**config.mk**
```make
export PLATFORM = sky130hd
export DESIGN_NAME = psub_sat_unit
export DESIGN_NICKNAME = d
export VERILOG_FILES = /design/src/rtl/psub_pkg.sv /design/src/rtl/psub_lane.sv /design/src/rtl/psub_word.sv /design/src/rtl/psub_seq.sv /design/src/rtl/psub_sat_unit.sv
export SDC_FILE = /design/constraint.sdc
export NUM_CORES = 1
export LEC_CHECK = 0
export BUFFER_PORTS_ARGS = -buffer_cell sky130_fd_sc_hd__clkbuf_2
export CAP_MARGIN = 15
export CORE_UTILIZATION = 55
export DETAILED_ROUTE_END_ITERATION = 8
export GPL_TIMING_DRIVEN = 0
export PLACE_DENSITY_LB_ADDON = 0.05
export SYNTH_ARGS = -nofsm -noshare
export SYNTH_HDL_FRONTEND = slang
export SYNTH_SLANG_ARGS = --single-unit
```
**constraint.sdc**
```tcl
create_clock -name clk -period 13.8 [get_ports clk]
set_input_delay 2.07 -clock clk [delete_from_list [all_inputs] [get_ports clk]]
set_output_delay 2.07 -clock clk [all_outputs]
set_load 0.05 [all_outputs]
```
**src/rtl/psub_pkg.sv**
```systemverilog
package psub_pkg;

  typedef struct packed {
    logic last;
    logic undef;
    logic sat;
  } beat_flags_t;

  function automatic int lane_width(input int min_lane, input int size_code);
    return min_lane << size_code;
  endfunction

endpackage

```
**src/rtl/psub_lane.sv**
```systemverilog
module psub_lane #(
  parameter int W = 8
) (
  input  logic [W-1:0] a,
  input  logic [W-1:0] b,
  input  logic         uns,
  output logic [W-1:0] y,
  output logic         sat
);
  logic [W:0] diff;
  logic       borrow;
  logic       ovf;

  assign diff   = {1'b0, a} - {1'b0, b};
  assign borrow = diff[W];
  assign ovf    = (a[W-1] ^ b[W-1]) & (diff[W-1] ^ a[W-1]);

  always_comb begin
    if (uns) begin
      sat = borrow;
      y   = borrow ? '0 : diff[W-1:0];
    end else begin
      sat = ovf;
      if (ovf) y = a[W-1] ? {1'b1, {(W-1){1'b0}}} : {1'b0, {(W-1){1'b1}}};
      else     y = diff[W-1:0];
    end
  end
endmodule

```
**src/rtl/psub_word.sv**
```systemverilog
module psub_word #(
  parameter int WORD_W    = 64,
  parameter int MIN_LANE  = 8,
  parameter int NUM_SIZES = 4,
  localparam int SZ_W     = $clog2(NUM_SIZES)
) (
  input  logic [WORD_W-1:0] a,
  input  logic [WORD_W-1:0] b,
  input  logic [SZ_W-1:0]   size,
  input  logic              uns,
  output logic [WORD_W-1:0] y,
  output logic              sat
);
  logic [WORD_W-1:0] y_by [NUM_SIZES];
  logic              sat_by [NUM_SIZES];

  for (genvar s = 0; s < NUM_SIZES; s++) begin : g_size
    localparam int LW = psub_pkg::lane_width(MIN_LANE, s);
    localparam int NL = WORD_W / LW;
    logic [WORD_W-1:0] ys;
    logic [NL-1:0]     ss;
    for (genvar l = 0; l < NL; l++) begin : g_lane
      psub_lane #(.W(LW)) u_lane (
        .a   (a[l*LW +: LW]),
        .b   (b[l*LW +: LW]),
        .uns (uns),
        .y   (ys[l*LW +: LW]),
        .sat (ss[l])
      );
    end
    assign y_by[s]   = ys;
    assign sat_by[s] = |ss;
  end

  assign y   = y_by[size];
  assign sat = sat_by[size];
endmodule

```
**src/rtl/psub_seq.sv**
```systemverilog
module psub_seq #(
  parameter int WORD_W = 64,
  parameter int IDX_W  = 5,
  parameter int SZ_W   = 2
) (
  input  logic              clk,
  input  logic              rst_n,
  input  logic              req_valid,
  output logic              req_ready,
  input  logic [SZ_W-1:0]   req_size,
  input  logic              req_uns,
  input  logic              req_quad,
  input  logic [IDX_W-1:0]  req_dst,
  input  logic [IDX_W-1:0]  req_src1,
  input  logic [IDX_W-1:0]  req_src2,
  input  logic [WORD_W-1:0] req_opa_lo,
  input  logic [WORD_W-1:0] req_opb_lo,
  input  logic [WORD_W-1:0] req_opa_hi,
  input  logic [WORD_W-1:0] req_opb_hi,
  input  logic              res_ready,
  input  logic              qc_clear,
  output logic [WORD_W-1:0] calc_a,
  output logic [WORD_W-1:0] calc_b,
  output logic [SZ_W-1:0]   calc_size,
  output logic              calc_uns,
  input  logic [WORD_W-1:0] calc_y,
  input  logic              calc_sat,
  output logic              res_valid,
  output logic [WORD_W-1:0] res_data,
  output logic [IDX_W-1:0]  res_dst,
  output logic              res_sat,
  output logic              res_last,
  output logic              res_undef,
  output logic              qc_flag
);
  import psub_pkg::*;

  logic              valid_q;
  logic              more_q;
  logic [WORD_W-1:0] hold_a_q;
  logic [WORD_W-1:0] hold_b_q;
  logic [SZ_W-1:0]   hold_size_q;
  logic              hold_uns_q;
  logic [WORD_W-1:0] data_q;
  logic [IDX_W-1:0]  dst_q;
  beat_flags_t       flags_q;
  logic              qc_q;

  logic fire, odd_idx, refuse, advance, drain, sat_load;

  assign req_ready = !valid_q;
  assign fire      = req_valid && req_ready;
  assign odd_idx   = req_dst[0] | req_src1[0] | req_src2[0];
  assign refuse    = req_quad && odd_idx;
  assign drain     = valid_q && res_ready;
  assign advance   = drain && more_q;
  assign sat_load  = calc_sat && (advance || (fire && !refuse));

  always_comb begin
    if (advance) begin
      calc_a    = hold_a_q;
      calc_b    = hold_b_q;
      calc_size = hold_size_q;
      calc_uns  = hold_uns_q;
    end else begin
      calc_a    = req_opa_lo;
      calc_b    = req_opb_lo;
      calc_size = req_size;
      calc_uns  = req_uns;
    end
  end

  always_ff @(posedge clk or negedge rst_n) begin
    if (!rst_n) begin
      valid_q     <= 1'b0;
      more_q      <= 1'b0;
      hold_a_q    <= '0;
      hold_b_q    <= '0;
      hold_size_q <= '0;
      hold_uns_q  <= 1'b0;
      data_q      <= '0;
      dst_q       <= '0;
      flags_q     <= '0;
    end else if (fire) begin
      valid_q       <= 1'b1;
      more_q        <= req_quad && !refuse;
      hold_a_q      <= req_opa_hi;
      hold_b_q      <= req_opb_hi;
      hold_size_q   <= req_size;
      hold_uns_q    <= req_uns;
      data_q        <= refuse ? '0 : calc_y;
      dst_q         <= req_dst;
      flags_q.sat   <= refuse ? 1'b0 : calc_sat;
      flags_q.undef <= refuse;
      flags_q.last  <= !(req_quad && !refuse);
    end else if (advance) begin
      more_q        <= 1'b0;
      data_q        <= calc_y;
      dst_q         <= dst_q + 1'b1;
      flags_q.sat   <= calc_sat;
      flags_q.undef <= 1'b0;
      flags_q.last  <= 1'b1;
    end else if (drain) begin
      valid_q <= 1'b0;
    end
  end

  always_ff @(posedge clk or negedge rst_n) begin
    if (!rst_n)        qc_q <= 1'b0;
    else if (qc_clear) qc_q <= 1'b0;
    else if (sat_load) qc_q <= 1'b1;
  end

  assign res_valid = valid_q;
  assign res_data  = data_q;
  assign res_dst   = dst_q;
  assign res_sat   = flags_q.sat;
  assign res_last  = flags_q.last;
  assign res_undef = flags_q.undef;
  assign qc_flag   = qc_q;
endmodule

```
**src/rtl/psub_sat_unit.sv**
```systemverilog
module psub_sat_unit #(
  parameter int WORD_W    = 64,
  parameter int MIN_LANE  = 8,
  parameter int NUM_SIZES = 4,
  parameter int IDX_W     = 5,
  localparam int SZ_W     = $clog2(NUM_SIZES)
) (
  input  logic              clk,
  input  logic              rst_n,
  input  logic              req_valid,
  output logic              req_ready,
  input  logic [SZ_W-1:0]   req_size,
  input  logic              req_uns,
  input  logic              req_quad,
  input  logic [IDX_W-1:0]  req_dst,
  input  logic [IDX_W-1:0]  req_src1,
  input  logic [IDX_W-1:0]  req_src2,
  input  logic [WORD_W-1:0] req_opa_lo,
  input  logic [WORD_W-1:0] req_opb_lo,
  input  logic [WORD_W-1:0] req_opa_hi,
  input  logic [WORD_W-1:0] req_opb_hi,
  output logic              res_valid,
  input  logic              res_ready,
  output logic [WORD_W-1:0] res_data,
  output logic [IDX_W-1:0]  res_dst,
  output logic              res_sat,
  output logic              res_last,
  output logic              res_undef,
  input  logic              qc_clear,
  output logic              qc_flag
);
  logic [WORD_W-1:0] calc_a, calc_b, calc_y;
  logic [SZ_W-1:0]   calc_size;
  logic              calc_uns, calc_sat;

  psub_word #(
    .WORD_W(WORD_W), .MIN_LANE(MIN_LANE), .NUM_SIZES(NUM_SIZES)
  ) u_word (
    .a(calc_a), .b(calc_b), .size(calc_size), .uns(calc_uns),
    .y(calc_y), .sat(calc_sat)
  );

  psub_seq #(
    .WORD_W(WORD_W), .IDX_W(IDX_W), .SZ_W(SZ_W)
  ) u_seq (
    .clk(clk), .rst_n(rst_n),
    .req_valid(req_valid), .req_ready(req_ready),
    .req_size(req_size), .req_uns(req_uns), .req_quad(req_quad),
    .req_dst(req_dst), .req_src1(req_src1), .req_src2(req_src2),
    .req_opa_lo(req_opa_lo), .req_opb_lo(req_opb_lo),
    .req_opa_hi(req_opa_hi), .req_opb_hi(req_opb_hi),
    .res_ready(res_ready), .qc_clear(qc_clear),
    .calc_a(calc_a), .calc_b(calc_b), .calc_size(calc_size), .calc_uns(calc_uns),
    .calc_y(calc_y), .calc_sat(calc_sat),
    .res_valid(res_valid), .res_data(res_data), .res_dst(res_dst),
    .res_sat(res_sat), .res_last(res_last), .res_undef(res_undef),
    .qc_flag(qc_flag)
  );
endmodule

```
==> flow_summary.yaml <==
routing:
  drt_iter0_markers: 3593
  post_drt_wl_per_cell_um: 25.2
  antenna_left: 0
  viasPerCell: 6.59
  wirelength_um: 86000
  dr.pass1.iters: 9
  vias: 22500
  drc: 0
cells_and_area:
  nFillCells: 2916
  syn2layout_area_growth_pct: 17.1
  drive_gt1_share_pct: 14.8
  fin_util_pct: 65.9
  final_net_count: 3322
grt:
  grt_overflow: 0
  grt_antenna_before_repair: 10
  grt_pass1_wl_um: 125000
  grt_usage_pct: 49.4
  grt_max_degree: 113
  grt_pass1_vias: 20400
cts:
  cts_tree: "built"
  cts_hold_buf: 0
  cts_resized: 0
  clock_sinks: 206
  cts_buffers: 24
  path_clk_slew_ps: 60
  clkLatencyLatePin_ps: 570
  htreeDepth: 1
  cts-root-buf: "clkbuf_16"
  clock_path_buffers: 3
  post-cts-setup-buffers: 0
timing:
  fin_crit_sh_pct: 78.8
  finalCriticalPeriod_ps: 10870
  rsz0062_at_grt: "false"
  hold_ws_ps: 475
  max_freq_mhz: 92.0
  finalSetupViolations: 0
  relSlewSlack_pct: 23.5
  hold_viol_final: 0
  slew_viol_final: 0
  skew_ps: 15.6
  worst_pin_slew_ps: 1120
  final.setup.tns_ps: 0
setup_path:
  cp_slowest_cell: "o31ai_2"
  worstSetupPathType: "in -> reg"
  crit_top_cell: "clkbuf_1"
  worstPathMaxFanout: 10
  required_ps: 14270
  crit_path_start_kind: "input port"
  critPathMaxStageDelay_ps: 890
  arrival_ps: 11340
  end_kind: "register"
placed_design:
  portBuffers: 346
  hpwl_um: 69100
  gp_congestion: 1.18
power:
  ir_worst_vdd_v: 0.000124
  finalPower_mw: 3.06
  p_per_area_nw_per_um2: 142
  leakage_nw: 10.5
logic_synthesis:
  synth_nets: 2946
  syn_area_sq_um: 18400
  syn_inst: 2571
  yosys_register_bits: 206
  ys_async_sr_fraction_pct: 100
  synth-edff-count: 0
  ys.flop_type: "dfrtp_1"
  synth_area_per_cell_sq_um: 7.18
  yosysWarnings: 0
  seq_area_frac_synth_pct: 27.9
  synthDistinctLibCells: 80
run:
  maxCapViolCount: 0
run_status:
  status: "completed"
floorplan:
  die_x_um: 185
  num_rows: 66
  core_area_sq_um: 32800
  die_h_um: 185
  initial_core_util_pct: 56.3
  pin_count: 355
  die_area_sq_um: 34300
hold_path:
  hp-class: "reg -> reg"
[final timing paths]
path	from	end	slack, ps	depth (start not counted)
hold reg to reg	u_seq.hold_a_q[21]$_DFFE_PN0P_	u_seq.hold_a_q[21]$_DFFE_PN0P_	480	2
hold / removal	u_seq.hold_a_q[21]$_DFFE_PN0P_	u_seq.hold_a_q[21]$_DFFE_PN0P_	480	2
max in group asynchronous	rst_n	u_seq.hold_a_q[36]$_DFFE_PN0P_	11100	2
setup / recovery	res_ready	u_seq.res_data[47]$_DFFE_PN0P_	2930	25
min in group asynchronous	rst_n	u_seq.res_data[12]$_DFFE_PN0P_	1660	1
setup reg to reg	u_seq.res_valid$_DFFE_PN0P_	u_seq.res_data[47]$_DFFE_PN0P_	4030	24
[placed cells by master, fill, tap and decap left out, types with 24 or more instances in the layout]
| cell | netlist | final |
|---|---|---|
| o211ai_1 | 30 | 30 |
| nand3_1 | 31 | 31 |
| inv_1 | 76 | 76 |
| a21oi_1 | 181 | 181 |
| nor3_1 | 45 | 45 |
| mux2i_1 | 64 | 64 |
| ha_1 | 72 | 72 |
| dfrtp_1 | 206 | 206 |
| xnor2_1 | 58 | 58 |
| o21ai_0 | 180 | 180 |
| clkbuf_16 | 0 | 24 |
| a221o_1 | 25 | 25 |
| buf_2 | 25 | 25 |
| nor2_1 | 142 | 142 |
| nand2_1 | 822 | 822 |
| clkbuf_2 | 0 | 345 |
| nand4_1 | 28 | 28 |
| clkbuf_1 | 110 | 116 |
| a21o_1 | 39 | 39 |
| o21a_1 | 25 | 25 |
| xor2_1 | 46 | 46 |
[metrics by stage]
stage,setup slack [ps],cells,cell area [sq um]
2_1_floorplan,6190,2571,18400
3_3_place_gp,2950,3359,20700
3_5_place_dp,2960,3361,20800
4_1_cts,3480,3404,21600
5_1_grt,2910,3412,21600
6_report,2930,3414,21600
[metal layers]
layer	share of wire [%]	track usage [%]
met3	16	17.9
met1	39	68.2
met4	5.9	23.2
met5	0.14	1.78
met2	39	67.6
[layout make-up]
type                       instances  area (sq um)  share of cell area [%]
antenna                            8          20.0                  0.0927
buffer                           149           591                    2.73
clock buffer                      32           651                    3.01
clock inverter                    11           140                   0.649
inverter                          76           285                    1.32
multi-input combinational       2140         12400                    57.5
sequential                       206          5150                    23.9
tap                              442           553                    2.56
timing repair buffer             350          1790                    8.29
[synth_stat cells, types with 20 or more instances]
cell / number / area (sq um)
o21a_1: 25 / 188
nor2_1: 142 / 533
o211ai_1: 30 / 225
nand2_1: 822 / 3090
nand3_1: 31 / 155
nand4_1: 28 / 175
a21o_1: 39 / 293
nor3_1: 45 / 225
mux2i_1: 64 / 641
a31oi_1: 23 / 144
clkbuf_1: 110 / 413
xor2_1: 46 / 403
a21oi_1: 181 / 906
xnor2_1: 58 / 508
inv_1: 76 / 285
a221o_1: 25 / 250
buf_2: 25 / 125
ha_1: 72 / 901
dfrtp_1: 206 / 5150
o21bai_1: 20 / 150
o21ai_0: 180 / 901
fa_1: 23 / 460
[flip-flops by register name, indices dropped and copies added, names as in the netlist, 2 cells and up]
signal,count
u_seq.hold_a_q,64
u_seq.hold_b_q,64
u_seq.res_dst,5
u_seq.res_data,64
u_seq.hold_size_q,2
[report_power, final]
| part | switching [mW] | internal (mW) | total, mW |
|---|---|---|---|
| Sequential | 0.116 | 0.779 | 0.895 |
| Combinational | 1.09 | 0.421 | 1.51 |
| Clock | 0.281 | 0.372 | 0.653 |
| Total | 1.49 | 1.57 | 3.06 |
[critical path: cells and delay by family]
kind	cells	cell delay [ps]
compound gates	6	2380
xor+xnor	1	230
fa+ha+maj	2	800
buf+inv	9	3760
mux	1	650
simple gates	6	1420
[cells by family (layout without fill, tap and decap cells)]
family / after synthesis / in the layout / share of synthesized area (%)
xor+xnor: 104 / 104 / 4.94
mux: 68 / 68 / 3.74
simple gates: 1168 / 1168 / 26.3
compound gates: 705 / 705 / 24.9
other cells: 0 / 8 / 0
buf+inv: 225 / 618 / 4.75
flops: 206 / 206 / 27.9
fa+ha+maj: 95 / 95 / 7.38
Note: power is estimated with default switching activity, not from simulation.
